### config.mk
export PLATFORM = sky130hd
export DESIGN_NAME = fbc_ctrl_regs
export DESIGN_NICKNAME = d
export VERILOG_FILES = /design/src/rtl/fbc_pkg.sv /design/src/rtl/fbc_addr_dec.sv /design/src/rtl/fbc_byte_regs.sv /design/src/rtl/fbc_irq_ctrl.sv /design/src/rtl/fbc_ctrl_regs.sv
export SDC_FILE = /design/constraint.sdc
export NUM_CORES = 1
export LEC_CHECK = 0
export ABC_AREA = 1
export BUFFER_PORTS_ARGS = -buffer_cell sky130_fd_sc_hd__buf_4
export CORE_UTILIZATION = 48
export DETAILED_ROUTE_END_ITERATION = 8
export GPL_TIMING_DRIVEN = 0
export PLACE_DENSITY = 0.67
export SETUP_SLACK_MARGIN = 0.1
export SYNTH_ARGS = -nofsm -noshare
export SYNTH_HDL_FRONTEND = slang
export SYNTH_SLANG_ARGS = --single-unit
export TNS_END_PERCENT = 100
### constraint.sdc
create_clock -name clk_i -period 1.1 [get_ports clk_i]
set_input_delay 0 -clock clk_i [delete_from_list [all_inputs] [get_ports clk_i]]
set_output_delay 0 -clock clk_i [all_outputs]
set_load 0.02 [all_outputs]
### src/rtl/fbc_pkg.sv
package fbc_pkg;
  localparam int unsigned FBC_ADDR_W   = 5;
  localparam int unsigned FBC_DATA_W   = 8;
  localparam int unsigned FBC_NUM_REGS = 16;
  localparam int unsigned FBC_CTRL_IDX = 0;
  localparam int unsigned FBC_STAT_IDX = 1;
  localparam int unsigned FBC_IE_BIT   = 7;
  localparam int unsigned FBC_PEND_BIT = 7;
  localparam logic [7:0]  FBC_ID_BITS  = 8'h61;
endpackage

### src/rtl/fbc_addr_dec.sv
module fbc_addr_dec #(
  parameter int unsigned ADDR_W   = 5,
  parameter int unsigned NUM_REGS = 16,
  parameter int unsigned STAT_IDX = 1,
  localparam int unsigned IDX_W   = $clog2(NUM_REGS)
) (
  input  logic [ADDR_W-1:0] addr_i,
  output logic              hit_o,
  output logic              stat_o,
  output logic [IDX_W-1:0]  idx_o
);
  // window occupies [NUM_REGS, 2*NUM_REGS)
  assign hit_o  = (addr_i[ADDR_W-1:IDX_W] == (ADDR_W-IDX_W)'(1));
  assign idx_o  = addr_i[IDX_W-1:0];
  assign stat_o = hit_o && (idx_o == IDX_W'(STAT_IDX));
endmodule

### src/rtl/fbc_byte_regs.sv
module fbc_byte_regs #(
  parameter int unsigned DATA_W   = 8,
  parameter int unsigned NUM_REGS = 16,
  parameter int unsigned STAT_IDX = 1,
  localparam int unsigned IDX_W   = $clog2(NUM_REGS)
) (
  input  logic                             clk_i,
  input  logic                             rst_ni,
  input  logic                             we_i,
  input  logic [IDX_W-1:0]                 idx_i,
  input  logic [DATA_W-1:0]                data_i,
  output logic [NUM_REGS-1:0][DATA_W-1:0]  q_o
);
  for (genvar gi = 0; gi < NUM_REGS; gi++) begin : g_byte
    if (gi == STAT_IDX) begin : g_hole
      assign q_o[gi] = '0;  // status lives in irq logic
    end else begin : g_reg
      logic [DATA_W-1:0] q;
      always_ff @(posedge clk_i or negedge rst_ni) begin
        if (!rst_ni)                             q <= '0;
        else if (we_i && idx_i == IDX_W'(gi))    q <= data_i;
      end
      assign q_o[gi] = q;
    end
  end
endmodule

### src/rtl/fbc_irq_ctrl.sv
module fbc_irq_ctrl (
  input  logic clk_i,
  input  logic rst_ni,
  input  logic frame_end_i,
  input  logic enable_i,
  input  logic ack_i,
  output logic pending_o
);
  logic pend_q;
  always_ff @(posedge clk_i or negedge rst_ni) begin
    if (!rst_ni)                       pend_q <= 1'b0;
    else if (frame_end_i && enable_i)  pend_q <= 1'b1;  // set wins over ack
    else if (ack_i)                    pend_q <= 1'b0;
  end
  assign pending_o = pend_q;
endmodule

### src/rtl/fbc_ctrl_regs.sv
module fbc_ctrl_regs
  import fbc_pkg::*;
#(
  parameter int unsigned ADDR_W   = FBC_ADDR_W,
  parameter int unsigned DATA_W   = FBC_DATA_W,
  parameter int unsigned NUM_REGS = FBC_NUM_REGS,
  parameter logic [DATA_W-1:0] ID_BITS = DATA_W'(FBC_ID_BITS),
  localparam int unsigned IDX_W   = $clog2(NUM_REGS)
) (
  input  logic              clk_i,
  input  logic              rst_ni,
  input  logic [ADDR_W-1:0] addr_i,
  input  logic              wr_en_i,
  input  logic [DATA_W-1:0] wr_data_i,
  input  logic              frame_end_i,
  output logic [DATA_W-1:0] rd_data_o,
  output logic              irq_o
);
  logic                            hit, stat_sel;
  logic [IDX_W-1:0]                idx;
  logic [NUM_REGS-1:0][DATA_W-1:0] regs;
  logic                            pending;
  logic                            irq_en;
  logic [DATA_W-1:0]               stat_val;

  fbc_addr_dec #(.ADDR_W(ADDR_W), .NUM_REGS(NUM_REGS), .STAT_IDX(FBC_STAT_IDX)) u_dec (
    .addr_i (addr_i),
    .hit_o  (hit),
    .stat_o (stat_sel),
    .idx_o  (idx)
  );

  fbc_byte_regs #(.DATA_W(DATA_W), .NUM_REGS(NUM_REGS), .STAT_IDX(FBC_STAT_IDX)) u_regs (
    .clk_i  (clk_i),
    .rst_ni (rst_ni),
    .we_i   (wr_en_i && hit),
    .idx_i  (idx),
    .data_i (wr_data_i),
    .q_o    (regs)
  );

  assign irq_en = regs[FBC_CTRL_IDX][FBC_IE_BIT];

  fbc_irq_ctrl u_irq (
    .clk_i       (clk_i),
    .rst_ni      (rst_ni),
    .frame_end_i (frame_end_i),
    .enable_i    (irq_en),
    .ack_i       (wr_en_i && stat_sel),
    .pending_o   (pending)
  );

  always_comb begin
    stat_val = ID_BITS;
    stat_val[FBC_PEND_BIT] = pending;
  end

  always_comb begin
    if (!hit)          rd_data_o = '0;
    else if (stat_sel) rd_data_o = stat_val;
    else               rd_data_o = regs[idx];
  end

  assign irq_o = pending;
endmodule

==> impl_metrics.ini, run 1 <==
[floorplanning]
row_count = 39
chipHeight_um = 111
num_io_pins = 26
start_util_pct = 49.5
coreArea_sq_um = 11500
die-area_sq_um = 12300
die_x_um = 111

[timing]
layout_setup_ws_ps = -433
fmax_ghz = 0.652
period_share_pct = 139
rsz0062_at_grt = yes
setup_viol = 8
max_slew.worst_pin.slew_ps = 712
fin_crit_ps = 1530
finalHoldViolations = 1
slew_headroom_pct = 52.5
drv_slew = 0
fin_skew_ps = 0.0210
holdWs_ps = -5.01
fin_tns_setup_ps = -3260

[cells_and_area]
area_delta_synth_final_pct = 24.4
fill_cells = 1059
fin_nets = 853
drive_above_1_share_pct = 17.4
utilization_pct = 61.6
antennaDiodeCount = 0

[job]
maxCapViolCount = 0

[yosys]
synth_seq_area_share_pct = 53.1
yosysWarnings = 0
yosysMostFrequentCell = nand2_1
netlist_area_sq_um = 5700
yosysUniqueCellTypes = 16
ys.flop_type = dfrtp_1
synth_area_leaders = dfrtp_1 (53%), nand2_1 (27%), o21ai_0 (9.2%)
synth_common_cells = nand2_1 (416), dfrtp_1 (121), o21ai_0 (105), clkbuf_1 (22)
syn_nets = 787
synth.top_cell.area_share_pct = 53.1
synth_edf_count = 0
async_flop_share_pct = 100
yosysTopAreaCell = dfrtp_1
avgSynthCellArea_sq_um = 7.41
syn_inst = 770
ys_ff_latch = 121

[status]
violations = DRC, hold timing, setup timing
status = finished with violations

[global_routing]
grt_pass1_vias = 5251
grt_pass1_wl_mm = 27.1
grt_overflow = 0
grt_start_max_net_pins = 73
gr-usage-all-layers_pct = 29.0
antenna_found_initial = 0

[drt]
dr.pass1.iters = 7
drtIter0Drc = 558
via_per_inst = 5.41
drt_wl_total_mm = 16.7
vias = 5371
drt.antenna.violating_nets = 0
drc_errors = 6
wl_per_cell_um = 16.9

[worst_hold_path]
hold_path.class = in -> reg
worstHoldStart = addr_i[4]

[power]
peakVddDrop_v = 0.00124
leakage_nw = 3.67
p_total_mw = 13.6
p_per_area_nw_per_um2 = 1920

[clock_network]
cts_buffer_depth = 2
cts-root-buf = clkbuf_16
cts.sinks = 121
cts_buffers = 17
tritoncts = built
path_clk_slew_ps = 50
clock_latency_ps = 410
htree_levels = 4

[setup_path]
worstSetupEndpointType = output pin
r2r_slack_ps = 270
crit_type = reg -> out
setup.worst_path.start = u_regs.g_byte[11].g_reg.q[0]
arrival_ps = 1530
endpoint = rd_data_o[0]
r2r_end = u_regs.g_byte[8].g_reg.q[2]
ff2ff_path_depth = 3
r2r_start = u_regs.g_byte[8].g_reg.q[2]
worstPathMaxFanout = 2
worstPathRequired_ps = 1100
start_kind = flip-flop

[place]
hpwl_mm = 11.4
place.gp.congestion = 0.970
pre_cts_ws_ps = -648
portBuffers = 25
==> routing by layer <==
metal  routed length [um]  global-route usage [%]  vias up
met5                    0                       0        -
met4                  384                    10.5        0
met3                 1260                    7.82       35
met2                 7700                    45.1      204
met1                 7400                    39.0     2566
li1                     -                       -     2566
==> critical path: stages, from the launching register on <==
cell and delay (ps):
dfrtp_1 380, nand2_1 70, nand2_1 70, nand2_1 80, nand2_1 80, nand2_1 60
nand2_1 60, nor2_2 130, nor2_2 50, buf_6 140
==> cell usage in the layout (no fill, tap or decap) <==
cell type	Yosys	final
nand4_1	1	1
clkbuf_1	22	13
inv_4	0	1
dlygate4sd3_1	0	12
clkbuf_2	0	8
nor2_4	1	5
buf_6	0	9
dfrtp_1	121	121
o21ai_0	105	101
buf_4	1	28
clkbuf_4	0	2
nor3_4	0	2
nand2_4	0	1
buf_2	19	18
buf_1	3	3
buf_16	0	1
inv_2	2	1
clkbuf_16	0	17
nor2_2	0	13
clkinv_2	0	4
bufinv_16	0	2
nand3_2	0	1
clkinvlp_4	0	1
nand2_1	416	392
nor2_1	21	4
clkbuf_8	0	6
o21ai_1	21	24
nand2_2	4	27
nand3_1	17	16
inv_1	14	14
o21ai_2	0	1
==> area by class of cell <==
cell class | instances | area [sq um] | share of cell area (%)
tap | 143 | 179 | 2.52
buffer | 44 | 213 | 3.00
clock inverter | 7 | 87.6 | 1.23
clock buffer | 25 | 515 | 7.26
timing repair buffer | 48 | 444 | 6.26
inverter | 16 | 62.6 | 0.882
multi-input combinational | 588 | 2570 | 36.2
sequential | 121 | 3030 | 42.7
==> worst min-delay path by stage <==
| stage | endpoint | slack, ps | cells past startpoint |
|---|---|---|---|
| 3_5_place_dp | u_regs.g_byte[9].g_reg.q[0] | -30 | 1 |
| 5_1_grt | u_irq.pending_o | 10 | 4 |
| 2_1_floorplan | u_irq.pending_o | -300 | 0 |
| 3_3_place_gp | u_irq.pending_o | 200 | 3 |
| 4_1_cts | u_irq.pending_o | -30 | 4 |
| 6_report | u_irq.pending_o | -5 | 4 |
==> where the power goes <==
part	switching (mW)	leakage (nW)	internal, mW
Combinational	1.37	1.81	0.909
Sequential	0.474	1.57	5.29
Clock	1.89	0.299	3.68
==> registers in the layout (all words and copies together), names as in the netlist <==
signal / cells
u_regs.g_byte.g_reg.q: 120
u_irq.pending_o: 1
==> per-stage QoR <==
stage	cell area, sq um	hold slack [ps]	cells
global route	7100	11.5	992
floorplan	5720	-296	770
detailed placement	6120	-31.6	939
finish	7100	-5.01	992
global placement	6090	203	938
CTS	6990	-27.6	988
==> cell families after synthesis <==
family | Yosys count | share of synthesized area [%]
compound gates | 126 | 11.1
buf+inv | 61 | 4.50
flops | 121 | 53.1
simple gates | 462 | 31.4
==> what timing repair did <==
item | 4_1_cts | 5_1_grt
hold buffers | 12 | 0
gates resized for setup | 39 | 39
cloned | 0 | 0
pin swaps | 25 | 19
setup buffers | 5 | 5
endpoints found under the setup margin | 60 | 94
endpoints found under the hold margin | 160 | 0
No activity file was read; power rests on OpenSTA's default activity.
==> run 2: changes to the inputs <==
Settings changed: ABC_AREA 1 to not set, CORE_ASPECT_RATIO set to 1.25.
==> run 2 against run 1 <==
The flow finishes with violations (setup timing). Setup slack worse by 300 ps. Combinational power up 6%. Final cell count down 37%. Clock-buffer cell count down 3. Largest power group unchanged.
==> impl_metrics.ini, run 2 <==
[status]
status = finished with violations
violations = setup timing

[timing]
finalHoldViolations = 0
layout_setup_ws_ps = -734
drv_slew = 0
fin_crit_ps = 1830
slew_headroom_pct = 66.9
setup_viol = 8
max_slew.worst_pin.slew_ps = 497
period_share_pct = 167
holdWs_ps = 95.2
rsz0062_at_grt = yes
fmax_ghz = 0.545
fin_skew_ps = 0.0988

[floorplanning]
row_count = 44
start_util_pct = 49.4
coreArea_sq_um = 11600
chipHeight_um = 124
die-area_sq_um = 12400
num_io_pins = 26
die_x_um = 99.8

[drt]
drt_wl_total_mm = 13.4
wl_per_cell_um = 21.5
vias = 3494
drtIter0Drc = 120
drc_errors = 0
drt.antenna.violating_nets = 0
dr.pass1.iters = 4
via_per_inst = 5.61

[cells_and_area]
top_register = u_regs.g_byte.g_reg.q
area_delta_synth_final_pct = 28.5
fin_nets = 466
final_common_cell = dfrtp_1
layout_common_cells = dfrtp_1 (120), mux2_2 (88), buf_4 (37)
antennaDiodeCount = 0
drive_above_1_share_pct = 58.7
largest_reg_flops = 120

[yosys]
yosysWarnings = 0
yosysTopAreaCell = dfrtp_1
synth_edf_count = 0
ys.flop_type = dfrtp_1
netlist_area_sq_um = 5740
ys_ff_latch = 121
synth_seq_area_share_pct = 52.8
syn_inst = 373
yosysUniqueCellTypes = 36
synth.top_cell.area_share_pct = 52.8
synth_area_leaders = dfrtp_1 (53%), mux2_2 (23%), mux4_2 (9.8%)
syn_nets = 390
avgSynthCellArea_sq_um = 15.4
yosysMostFrequentCell = dfrtp_1
synth_common_cells = dfrtp_1 (121), mux2_2 (118), mux4_2 (25), mux2i_1 (13)
async_flop_share_pct = 100

[clock_network]
tritoncts = built
cts-root-buf = clkbuf_16
htree_levels = 4
path_clk_slew_ps = 50
cts.sinks = 121
cts_buffers = 17
clock_latency_ps = 410
cts_buffer_depth = 2

[setup_path]
critPathTopFamily = multiplexers
cp.depth = 4
cpMaxStageDelayCell = mux4_2
cp_num_buf_inv = 1
ff2ff_path_depth = 2
worstSetupEndpointType = output pin
start_kind = flip-flop
crit_type = reg -> out
worstPathMaxFanout = 2
cpPeakStageDelay_ps = 490
arrival_ps = 1830
cp_cell_sequence = mux4_2 > a32oi_1 > o211ai_1 > buf_4
worstPathRequired_ps = 1100

[global_routing]
grt_pass1_wl_mm = 21.4
grt_pass1_vias = 3728
grt_overflow = 0
grt_start_max_net_pins = 74
gr-usage-all-layers_pct = 23.6
antenna_found_initial = 0

[place]
place.gp.congestion = 0.824
portBuffers = 22
hpwl_mm = 8.86

[worst_hold_path]
hold_path.class = in -> async

[job]
maxCapViolCount = 0

[power]
p_total_mw = 13.4
peakVddDrop_v = 0.000981
p_per_area_nw_per_um2 = 1810
leakage_nw = 3.32
==> run 2: cell count changes after synthesis, sizes merged, moves of 8 or more <==
cell	delta
buf	-8
clkbuf	-13
inv	-14
mux2	+122
mux2i	+13
mux4	+25
nand2	-410
nand3	-11
nor2	-10
o21ai	-120
==> run 2: worst paths after layout <==
path | startpoint | to | slack, ps
min in group clk_i | addr_i[2] | u_irq.pending_o | 210
max in group asynchronous | rst_ni | u_regs.g_byte[5].g_reg.q[1] | 270
hold / removal | rst_ni | u_regs.g_byte[4].g_reg.q[6] | 100
setup reg to reg | u_regs.g_byte[10].g_reg.q[5] | u_regs.g_byte[10].g_reg.q[5] | 210
hold reg to reg | u_regs.g_byte[13].g_reg.q[0] | u_regs.g_byte[13].g_reg.q[0] | 490
setup / recovery | u_regs.g_byte[7].g_reg.q[4] | rd_data_o[4] | -730
==> run 2: kinds of logic (layout without fill, tap and decap cells) <==
| kind of cell | after synthesis | count (layout) | synth area share [%] |
|---|---|---|---|
| buf+inv | 26 | 115 | 2.42 |
| flops | 121 | 121 | 52.8 |
| mux | 160 | 160 | 36.0 |
| compound gates | 23 | 23 | 2.73 |
| simple gates | 43 | 43 | 6.06 |
==> run 2: repair_timing <==
action                     4_1_cts  5_1_grt
gates resized for setup         24       32
hold endpoints to repair       162        0
buffers inserted                18        7
cloned                           0        0
hold buffers                    10        0
setup endpoints to repair      102       72
pin swaps                       16       11
==> run 2: layout make-up <==
type	count	area, sq um
Clock buffer	22	464
Tap cell	161	201
Inverter	2	15.0
Clock inverter	10	95.1
Sequential cell	121	3030
Multi-Input combinational cell	226	2800
Timing Repair Buffer	57	582
Buffer	24	186
Fill cell	832	4250
==> run 2: power by group <==
group	internal (mW)	switching (mW)	leakage (nW)
registers	5.32	0.438	1.54
clock network	3.22	1.98	0.259
logic	1.47	0.934	1.52
total	10.0	3.35	3.32
==> run 2: routing by layer <==
| layer | wire length (um) | track usage, % |
|---|---|---|
| met5 | 0 | 0 |
| met4 | 267 | 7.79 |
| met3 | 494 | 6.02 |
| met2 | 6710 | 37.0 |
| met1 | 5890 | 32.1 |
==> run 2: through the flow <==
| step | utilization (%) | setup TNS, ps | area [sq um] | worst slack, ps | instances |
|---|---|---|---|---|---|
| 6_report | 63.5 | -5280 | 7370 | -734 | 623 |
| 5_1_grt | 63.5 | -5770 | 7370 | -775 | 623 |
| 4_1_cts | 62.2 | -5390 | 7230 | -724 | 617 |
| 3_5_place_dp | 53.9 | -57020 | 6260 | -684 | 557 |
| 3_3_place_gp | 53.6 | -91410 | 6220 | -685 | 556 |
| 2_1_floorplan | - | -10230 | 5860 | -148 | 373 |
